File: src/rtl/evt_irq_pkg.sv
package evt_irq_pkg;

    localparam int STAT_W = 15;
    localparam int DATA_W = 16;

    // positions that hold pulses until cleared (6,7,8,10,11)
    localparam logic [STAT_W-1:0] HELD_MASK = 15'h0DC0;
    // positions with an implemented enable
    localparam logic [STAT_W-1:0] ENA_MASK  = 15'h5DDF;

    typedef enum logic [1:0] {
        ADR_STAT = 2'd0,
        ADR_ENA  = 2'd1,
        ADR_CLR  = 2'd2,
        ADR_PRIO = 2'd3
    } reg_sel_e;

    typedef struct packed {
        logic              ena_we;
        logic              clr_we;
        logic [STAT_W-1:0] data;
    } reg_cmd_t;

    function automatic int prio_width(input int w);
        return $clog2(w + 1);
    endfunction

endpackage

File: src/rtl/evt_status_bank.sv
module evt_status_bank
    import evt_irq_pkg::*;
#(
    parameter int                W    = STAT_W,
    parameter logic [W-1:0]      HELD = HELD_MASK
) (
    input  logic         clk,
    input  logic         rst,
    input  logic [W-1:0] cond_i,
    input  logic [W-1:0] evt_i,
    input  logic         clr_we,
    input  logic [W-1:0] clr_bits,
    output logic [W-1:0] stat_d,
    output logic [W-1:0] stat_q
);

    for (genvar i = 0; i < W; i++) begin : g_bit
        if (HELD[i]) begin : g_held
            // set has priority over a same-edge clear
            assign stat_d[i] = evt_i[i] | (stat_q[i] & ~(clr_we & clr_bits[i]));


            set_wins_chk: assert property (@(posedge clk) disable iff (rst)
                evt_i[i] |=> stat_q[i]);

            clear_takes_chk: assert property (@(posedge clk) disable iff (rst)
                (clr_we && clr_bits[i] && !evt_i[i]) |=> !stat_q[i]);

            held_stays_chk: assert property (@(posedge clk) disable iff (rst)
                (stat_q[i] && !(clr_we && clr_bits[i])) |=> stat_q[i]);
        end else begin : g_live
            assign stat_d[i] = cond_i[i];


            live_high_chk: assert property (@(posedge clk) disable iff (rst)
                cond_i[i] |=> stat_q[i]);

            live_low_chk: assert property (@(posedge clk) disable iff (rst)
                !cond_i[i] |=> !stat_q[i]);
        end
    end

    always_ff @(posedge clk) begin
        if (rst) stat_q <= '0;
        else     stat_q <= stat_d;
    end

endmodule

File: src/rtl/evt_enable_reg.sv
module evt_enable_reg
    import evt_irq_pkg::*;
#(
    parameter int           W    = STAT_W,
    parameter logic [W-1:0] IMPL = ENA_MASK
) (
    input  logic         clk,
    input  logic         rst,
    input  logic         we,
    input  logic [W-1:0] wdata,
    output logic [W-1:0] en_d,
    output logic [W-1:0] en_q
);

    assign en_d = we ? (wdata & IMPL) : en_q;

    always_ff @(posedge clk) begin
        if (rst) en_q <= '0;
        else     en_q <= en_d;
    end


    mask_all_chk: assert property (@(posedge clk) disable iff (rst)
        (we && wdata == '0) |=> en_q == '0);

endmodule

File: src/rtl/evt_prio_enc.sv
module evt_prio_enc #(
    parameter int W  = 15,
    parameter int PW = $clog2(W + 1)
) (
    input  logic [W-1:0]  pend,
    output logic [PW-1:0] idx
);

    always_comb begin
        idx = '1;
        for (int i = 0; i < W; i++) begin
            if (pend[i]) idx = PW'(i);
        end
    end

endmodule

File: src/rtl/evt_irq_unit.sv
module evt_irq_unit
    import evt_irq_pkg::*;
#(
    parameter int W  = STAT_W,
    parameter int DW = DATA_W,
    localparam int PW = prio_width(W)
) (
    input  logic          clk,
    input  logic          rst,
    input  logic [W-1:0]  cond_i,
    input  logic [W-1:0]  evt_i,
    input  logic          reg_wr,
    input  logic [1:0]    reg_addr,
    input  logic [DW-1:0] reg_wdata,
    output logic [DW-1:0] reg_rdata,
    output logic          irq_o,
    output logic [PW-1:0] prio_o
);

    localparam logic [PW-1:0] NONE = '1;

    reg_sel_e     sel;
    reg_cmd_t     cmd;
    logic [W-1:0] stat_d, stat_q, en_d, en_q, pend;
    logic         irq_q;

    assign sel        = reg_sel_e'(reg_addr);
    assign cmd.ena_we = reg_wr && (sel == ADR_ENA);
    assign cmd.clr_we = reg_wr && (sel == ADR_CLR);
    assign cmd.data   = reg_wdata[W-1:0];

    evt_status_bank #(.W(W), .HELD(HELD_MASK)) u_bank (
        .clk      (clk),
        .rst      (rst),
        .cond_i   (cond_i),
        .evt_i    (evt_i),
        .clr_we   (cmd.clr_we),
        .clr_bits (cmd.data),
        .stat_d   (stat_d),
        .stat_q   (stat_q)
    );

    evt_enable_reg #(.W(W), .IMPL(ENA_MASK)) u_ena (
        .clk   (clk),
        .rst   (rst),
        .we    (cmd.ena_we),
        .wdata (cmd.data),
        .en_d  (en_d),
        .en_q  (en_q)
    );

    assign pend = stat_q & en_q;

    evt_prio_enc #(.W(W), .PW(PW)) u_prio (
        .pend (pend),
        .idx  (prio_o)
    );

    always_ff @(posedge clk) begin
        if (rst) irq_q <= 1'b0;
        else     irq_q <= |(stat_d & en_d);
    end
    assign irq_o = irq_q;

    always_comb begin
        unique case (sel)
            ADR_STAT: reg_rdata = DW'(stat_q);
            ADR_ENA:  reg_rdata = DW'(en_q);
            ADR_CLR:  reg_rdata = '0;
            ADR_PRIO: reg_rdata = DW'(prio_o);
            default:  reg_rdata = '0;
        endcase
    end


    irq_matches_prio_chk: assert property (@(posedge clk) disable iff (rst)
        irq_o == (prio_o != NONE));

    prio_top_bit_chk: assert property (@(posedge clk) disable iff (rst)
        (pend != '0) |-> ((pend >> prio_o) == W'(1)));

    irq_drop_chk: assert property (@(posedge clk) disable iff (rst)
        (reg_wr && sel == ADR_ENA && reg_wdata == '0) |=> !irq_o);

endmodule

File: config.mk
export PLATFORM = sky130hd
export DESIGN_NAME = evt_irq_unit
export DESIGN_NICKNAME = d
export VERILOG_FILES = /design/src/rtl/evt_irq_pkg.sv /design/src/rtl/evt_status_bank.sv /design/src/rtl/evt_enable_reg.sv /design/src/rtl/evt_prio_enc.sv /design/src/rtl/evt_irq_unit.sv
export SDC_FILE = /design/constraint.sdc
export NUM_CORES = 1
export LEC_CHECK = 0
export ABC_AREA = 1
export BUFFER_PORTS_ARGS = -buffer_cell sky130_fd_sc_hd__buf_2
export CORE_UTILIZATION = 49
export CTS_BUF_LIST = sky130_fd_sc_hd__clkbuf_8
export DETAILED_ROUTE_END_ITERATION = 10
export PLACE_DENSITY = 0.83
export SLEW_MARGIN = 0
export SYNTH_ARGS = -nofsm -noshare
export SYNTH_HDL_FRONTEND = slang
export SYNTH_SLANG_ARGS = --single-unit
File: constraint.sdc
create_clock -name clk -period 2 [get_ports clk]
set_clock_uncertainty 0.1 [all_clocks]
set_input_delay 0.5 -clock clk [delete_from_list [all_inputs] [get_ports clk]]
set_output_delay 0.5 -clock clk [all_outputs]
set_load 0.02 [all_outputs]
* Word-level counts from Yosys, hierarchy flattened
Cells that the tools add are included.
** Word-level totals
- Input bits :: 51
- Register bits :: 31
- Output and inout bits :: 21
** Operators by class
- Equality and inequality tests :: 3
- Muxes and demuxes :: 17
- Reduce and logical (&&, ||, !) cells :: 4
- Bitwise logic cells :: 22
** Operator list (number)
- 16-bit one-hot mux with 4 select lines :: 1
- 4-bit 2-to-1 mux :: 15
- 15-bit AND :: 2
- 15-bit 2-to-1 mux :: 1
- 15-bit OR reduction :: 1
- 1-bit AND :: 10
- 1-bit inverter :: 5
- 1-bit OR :: 5
- 2-bit equality test, second input constant :: 2
- 2-bit by 1-bit equality test with 1-bit output, second input constant :: 1
- 1-bit logical AND :: 2
- 2-bit logical NOT :: 1

* Logic depth before layout (Yosys ltp)
Gate-level depths: netlist of the first run.
- Depth after elaboration :: 17
- Mapped depth :: 17
- Gate-level depth less buffers :: 17

* Cells and area by module
Synthesis of the first run repeated with hierarchy kept, for this count alone.
** Unflattened totals
- Cells, all modules :: 328
- Area, all modules :: 2040.7 um^2
** By module, submodules not included
- evt_enable_reg :: cells an instance 113, area each 799.5 um^2, instances 1
- evt_status_bank :: cells an instance 71, area each 561.8 um^2, instances 1
- evt_irq_unit :: cells an instance 100, area each 488.0 um^2, instances 1
- evt_prio_enc :: cells an instance 44, area each 191.4 um^2, instances 1

* Least setup slack after synthesis of the first run
OpenSTA, ideal clock, no wires.
- Kind :: reg-to-output
- From :: register u_ena.en_q[5]
- To :: output port reg_rdata[1]
- Stages on the path, launching flop included :: 10
- Required time :: 1.400 ns
- Setup slack :: -0.196 ns
- Arrival time :: 1.596 ns
- Cell sequence :: dfxtp_1 nand2_1 nand2_1 a31oi_1 nor2_1 nor2_1 nor2_1 o21ai_0 nand2_1 o211ai_1
** Between the ends
- Longest elaborated chain between the ends :: 12
** Ends and longest elaborated chain
- from (decl) :: RTL line evt_enable_reg.sv:12 : output logic [W-1:0] en_q
- from (signal assigned) :: RTL line evt_enable_reg.sv:19 : else en_q <= en_d;
- 15-bit AND :: RTL line evt_irq_unit.sv:52 : assign pend = stat_q & en_q;
- 4-bit 2-to-1 mux (10 in a row) :: RTL line evt_prio_enc.sv:12 : if (pend[i]) idx = PW'(i);
- net prio_o[1] :: RTL line evt_irq_unit.sv:17 : output logic [PW-1:0] prio_o
- 16-bit one-hot mux with 4 select lines :: RTL line evt_irq_unit.sv:66 : unique case (sel)
- to (decl) :: RTL line evt_irq_unit.sv:15 : output logic [DW-1:0] reg_rdata,
The timed path passes the listed nets, and every way through them passes these cells. The select of a mux whose other input is x is not followed.

* Worst setup path in the final report of the first run
- From :: register u_bank.stat_q[4]
- To :: output port reg_rdata[1]
** Between the ends
- Longest elaborated chain between the ends :: 13
** Ends and longest elaborated chain
- from (decl) :: RTL line evt_status_bank.sv:14 : output logic [W-1:0] stat_q
- from (signal assigned) :: RTL line evt_status_bank.sv:45 : else stat_q <= stat_d;
- 15-bit AND :: RTL line evt_irq_unit.sv:52
- 4-bit 2-to-1 mux (11 in a row) :: RTL line evt_prio_enc.sv:12
- 16-bit one-hot mux with 4 select lines :: RTL line evt_irq_unit.sv:66
Every way passes these cells. The select of a mux whose other input is x is not followed.

==> metrics.txt, run 1 <==
Setup Viol. Count Final 5; Synth-to-Final Area Change 32.15%; CP Launch Point u_bank.stat_q[4]; P_leak 1.131 nW; Synth Warn # 0; status finished with violations; Critical Path RT 1.40 ns; leading area contributor after synthesis dfxtp_1; ranking of synthesized cells by area dfxtp_1 (38%), nand2_1 (12%), nor2_1 (8.6%); root buffer cell clkbuf_8; Max Freq 445.3 MHz; clk_lat worst skew 0.28 ns; post-synthesis average cell area 6.597 µm²; I/O pin count 72; Avg Vias per Cell 4.915; PnR worst setup slack -0.2457 ns; Hold Path Class input port to flip-flop; Critical Path AT 1.65 ns; most frequent cells in the layout nand2_1 (46), buf_2 (44), nor2_1 (36), inv_1 (36), buf_4 (23); Synth Area in Adders 0%; final worst-path cycle share 112.3%; Rows 20; Synth top area share 38.24%; failing checks setup timing; Initial DRT Pass Iterations 4; Initial Util 52.30%; Setup Crit Path Kind flip-flop to primary output; WL/cell 11.75 µm; Crit. End Element primary output; nets 363; complex-gate fraction of the synthesized area 14.65%; GP Congestion 0.8893; reg2reg start u_ena.en_q[4]; Post-Synthesis Cell Area 1623 µm²; Final ANT Viol Nets 0; commonest non-fill, non-tap cell in the layout nand2_1; Max IR drop VDD 0.5457 mV; Worst-path clk slew 0.06 ns; Fin. Hold Viols 0; final antenna diode count 0; GR Util All Layers 26.75%; Routed WL 4.170 mm; GRT overflow 0; pre-CTS setup slack -0.04321 ns; CTS buffer count 5; die width 59.55 µm; Worst setup SP type flip-flop; CTS tree done; Residual DRC 0; H-tree levels 2; number of buffers added on ports 51; Synth Area in Simple Gates 34.39%; first-pass GRT wire length 6.782 mm; CP Max Fanout 3; fraction of layout cells with a size suffix above 1 34.08%; 1st-iter DRT viols 68; Synth Area in XOR/XNOR 0%; vias in the first global route 1535; RSZ-0062 raised after global routing true; CTS Sinks 31; final slew viol count 0; full die area 3546 µm²; WHS 0.3318 ns; number of synthesized register bits 31; HPWL after detailed placement 3.193 mm; relative slew slack 64.40%; Seq/Total Area, Yosys 38.24%; Pwr per Cell Area 666.2 nW/µm²; die height 59.55 µm; hold bufs inserted after CTS 0; via count 1745; max-cap violation count 0; Worst Tran Pin Value 0.5340 ns; Synth Net Count 297; Synth cell types 29; Tmin final 2.246 ns; initial antenna violation count 0; largest net degree at the start of global routing 32; hold wc startpoint cond_i[5]; mux cell area share after synthesis 0%; Syn Inst Count 246; main combinational cell family by area after synthesis simple AND/OR/NAND/NOR gates; CTS max path bufs 2; CORE AREA 3103 µm²
==> where the power goes <==
group          switching, mW  internal [mW]  leakage [nW]
clock network          0.209          0.226        0.0413
logic                  0.185          0.134         0.830
registers             0.0201          0.654         0.260
==> registers in the layout, indices dropped and copies added, names as in the netlist <==
name	flops
u_ena.en_q	15
irq_o	1
u_bank.stat_q	15
==> critical path, cell delays in order (launching register included) <==
cell	delay [ns]
dfxtp_2	0.32
nand2_2	0.09
nand2_2	0.07
a31oi_1	0.14
nor2_1	0.06
nor2_1	0.10
nor2_1	0.06
o21ai_2	0.15
nand2_1	0.10
o211ai_1	0.11
buf_4	0.17
==> path summary, 6_finish.rpt <==
check                          end  depth (start not counted)  slack (ns)
setup / recovery      reg_rdata[1]                         10       -0.25
hold reg to reg      u_ena.en_q[5]                          2        0.38
hold / removal    u_bank.stat_q[5]                          3        0.33
setup reg to reg             irq_o                          8        0.59
==> stage by stage <==
step	area [µm²]	cells	total power, mW	TNS [ns]	util [%]
after floorplan	1627	246	0.8670	0	-
after global placement	2011	349	0.9785	-0.06018	64.80
after detailed placement	2011	349	0.9847	-0.1412	64.80
after CTS	2107	355	1.421	-0.7100	67.90
after global routing	2145	355	1.508	-1.500	69.11
final	2145	355	1.429	-0.7299	69.11
==> timing repair <==
action                                  CTS  global route
buffers inserted                          0             0
pin swaps                                 2            10
endpoints found under the setup margin    9            17
resized for setup                        11            23
==> routing by layer <==
metal  up-vias  part of all wire [%]  global-route usage [%]  wire (µm)
met5         -                     0                       0          0
li1        913                     -                       -          -
met4         0                   2.1                   10.30         87
met3         6                   7.3                   6.550        303
met1       758                    45                   37.26       1861
met2        68                    46                   39.81       1918
==> cells in the mapped netlist <==
| master | number |
|---|---|
| nand4_1 | 4 |
| inv_1 | 36 |
| clkbuf_1 | 5 |
| buf_2 | 1 |
| conb_1 | 1 |
| o221a_2 | 1 |
| nand3_4 | 1 |
| buf_8 | 1 |
| o21ai_2 | 3 |
| or2_0 | 1 |
| nor3_1 | 4 |
| nand2_2 | 1 |
| buf_1 | 1 |
| nand3_1 | 21 |
| nor4_2 | 2 |
| buf_4 | 1 |
| o31ai_1 | 1 |
| inv_4 | 1 |
| a21oi_1 | 5 |
| nand2_4 | 1 |
| o21ai_1 | 3 |
| dfxtp_1 | 31 |
| o22ai_1 | 3 |
| nand2_1 | 54 |
| a31oi_1 | 1 |
| nor2_1 | 37 |
| o21ai_0 | 21 |
| o211ai_1 | 3 |
| buf_6 | 1 |
==> cell type report <==
type	instances	area [µm²]
Inverter	37	141.4
Clock buffer	5	68.82
Sequential cell	31	634.4
Multi-Input combinational cell	168	825.8
Fill cell	287	958.4
Tap cell	44	55.05
Timing Repair Buffer	69	415.4
Clock inverter	1	3.754
==> kinds of logic (layout without fill, tap and decap cells) <==
group | count (synthesis) | in the layout
flip-flops | 31 | 31
AO/OA/AOI/OAI | 41 | 41
other | 1 | 1
buffers and inverters | 47 | 112
AND/OR/NAND/NOR | 126 | 126
(Power assumes the default switching activity.)
==> run 2, diff against run 1 <==
CTS_BUF_LIST = sky130_fd_sc_hd__clkbuf_2 sky130_fd_sc_hd__clkbuf_4 sky130_fd_sc_hd__clkbuf_8   (was sky130_fd_sc_hd__clkbuf_8)
==> run 2 against run 1 <==
Compared with the run above:
- die area is the same
- global-route usage is essentially flat
- first-iteration DRC count grew 69%
- sequential share of layout area shrank 0.31 points
- via count grew 1.9%
- sequential power is essentially flat
- the flow still finishes with violations (setup timing)
- critical path depth is the same
- clock power shrank 23%
- non-clock buffer count grew 3
- final cell count grew 0.85%
==> metrics.txt, run 2 (synthesis results as in run 1) <==
Crit. End Element primary output (unchanged); RSZ-0062 raised after global routing true (unchanged); setup TNS -1.193 ns (was -0.7299 ns); clk_lat worst skew 0.33 ns (was 0.28 ns); non-filler cells, final 358 (was 355); DP Cell Count 349 (unchanged); reg2reg start u_ena.en_q[2] (was u_ena.en_q[4]); status finished with violations (unchanged); HPWL after detailed placement 3.193 mm (unchanged); I/O pin count 72 (unchanged); Final ANT Viol Nets 0 (unchanged); CP Launch Point u_ena.en_q[0] (was u_bank.stat_q[4]); initial antenna violation count 0 (unchanged); Critical Path RT 1.40 ns (about the same); final instance area 2155 µm² (was 2145 µm²); PnR worst setup slack -0.3003 ns (was -0.2457 ns); commonest non-fill, non-tap cell in the layout nand2_1 (unchanged); CORE AREA 3103 µm² (unchanged); via count 1779 (was 1745); Fillers 281 (was 287); Routed WL 4.198 mm (was 4.170 mm); Residual DRC 0 (unchanged); CTS Sinks 31 (unchanged); grt met1 use 37.67% (was 37.26%); hold bufs inserted after CTS 0 (unchanged); vias in the first global route 1541 (was 1535); P_leak 1.141 nW (was 1.131 nW); number of buffers added on ports 51 (unchanged); max-cap violation count 0 (unchanged); Pwr per Cell Area 619.7 nW/µm² (was 666.2 nW/µm²); Critical Path AT 1.70 ns (was 1.65 ns); pre-CTS setup slack -0.04321 ns (unchanged); Initial Util 52.30% (unchanged); placed cell areas 2011 µm² (unchanged); cell depth of the worst flop-to-flop path 8 (unchanged); Fin. Hold Viols 0 (unchanged); Setup Viol. Count Final 7 (was 5); relative slew slack 64.34% (was 64.40%); Max IR drop VDD 0.4665 mV (was 0.5457 mV); largest net degree at the start of global routing 32 (unchanged); first-pass GRT wire length 6.893 mm (was 6.782 mm); CTS buffer count 5 (unchanged); Worst setup SP type flip-flop (unchanged); Setup Crit Path Kind flip-flop to primary output (unchanged); Worst Tran Pin Value 0.5348 ns (was 0.5340 ns); 1st-iter DRT viols 115 (was 68); final slew viol count 0 (unchanged); Tmin final 2.300 ns (was 2.246 ns); Initial DRT Pass Iterations 4 (unchanged); die height 59.55 µm (unchanged); grt met2 use 40.61% (was 39.81%); final core utilization 69.44% (was 69.11%); most frequent cells in the layout nand2_1 (47), buf_2 (45), inv_1 (36) (was nand2_1 (46), buf_2 (44), nor2_1 (36), inv_1 (36), buf_4 (23)); final antenna diode count 0 (unchanged); GP Congestion 0.8893 (unchanged); CTS max path bufs 2 (unchanged); Worst-path clk slew 0.09 ns (was 0.06 ns); Avg Vias per Cell 4.969 (was 4.915); Hold Path Class input port to flip-flop (unchanged); Rows 20 (unchanged); full die area 3546 µm² (unchanged); die width 59.55 µm (unchanged); fraction of layout cells with a size suffix above 1 34.08% (about the same); failing checks setup timing (unchanged); root buffer cell clkbuf_4 (was clkbuf_8); GRT overflow 0 (unchanged); r2r setup slk 0.59 ns (about the same); final worst-path cycle share 115.0% (was 112.3%); crit path to reg_rdata[1] (unchanged); CTS tree done (unchanged); H-tree levels 2 (unchanged); R2R Path End irq_o (unchanged); CP Max Fanout 2 (was 3); WL/cell 11.73 µm (was 11.75 µm); met3 Resource Use GR 5.459% (was 6.550%); Max Freq 434.7 MHz (was 445.3 MHz); Synth-to-Final Area Change 32.77% (was 32.15%); Top Usage Layer GRT met2 (unchanged); nets 366 (was 363); GR Util All Layers 26.80% (was 26.75%)
run 2: repair_timing:
action                     CTS  global route
setup buffers                3             0
pin swaps                    3             3
setup endpoints to repair   10            12
resized for setup           18            15
run 2: stage by stage:
stage          power, mW  hold WS [ns]
6_report           1.335        0.2886
4_1_cts            1.322        0.2877
3_5_place_dp      0.9847        0.3627
3_3_place_gp      0.9785        0.3605
2_1_floorplan     0.8670        0.3465
5_1_grt            1.406        0.2929
run 2: worst max-delay path, stage by stage (launching register included):
cell	delay, ns
dfxtp_2	0.34
nand2_2	0.06
nand2_1	0.08
a31oi_1	0.17
nor2_1	0.06
nor2_1	0.09
nor2_1	0.06
o21ai_2	0.15
nand2_1	0.10
o211ai_1	0.10
buf_4	0.17
run 2: worst min-delay path by stage:
stage | start | end | slack, ns | cells after the start
after global routing | evt_i[10] | u_bank.stat_q[10] | 0.29 | 3
after floorplan | u_ena.en_q[13] | u_ena.en_q[13] | 0.35 | 2
after CTS | evt_i[10] | u_bank.stat_q[10] | 0.29 | 3
after global placement | u_ena.en_q[13] | u_ena.en_q[13] | 0.36 | 2
after detailed placement | u_ena.en_q[13] | u_ena.en_q[13] | 0.36 | 2
final | cond_i[12] | u_bank.stat_q[12] | 0.29 | 3
run 2: power by group:
group	switching, mW	internal, mW
clock	0.196	0.138
combinational	0.190	0.139
sequential	0.0191	0.652
total	0.406	0.929
run 2: final cells by class:
cell class | instances | area, µm² | share of cell area, %
Timing Repair Buffer | 72 | 442.9 | 20.56
Sequential cell | 31 | 630.6 | 29.27
Clock buffer | 6 | 45.04 | 2.091
Multi-Input combinational cell | 168 | 839.6 | 38.97
Tap cell | 44 | 55.05 | 2.555
Inverter | 37 | 141.4 | 6.562
run 2: layer usage:
| layer | up-vias | wire length [µm] | share of wire, % |
|---|---|---|---|
| met5 | - | 0 | 0 |
| met4 | 0 | 56 | 1.3 |
| met3 | 6 | 361 | 8.6 |
| met2 | 72 | 1968 | 47 |
| met1 | 782 | 1811 | 43 |
| li1 | 919 | - | - |
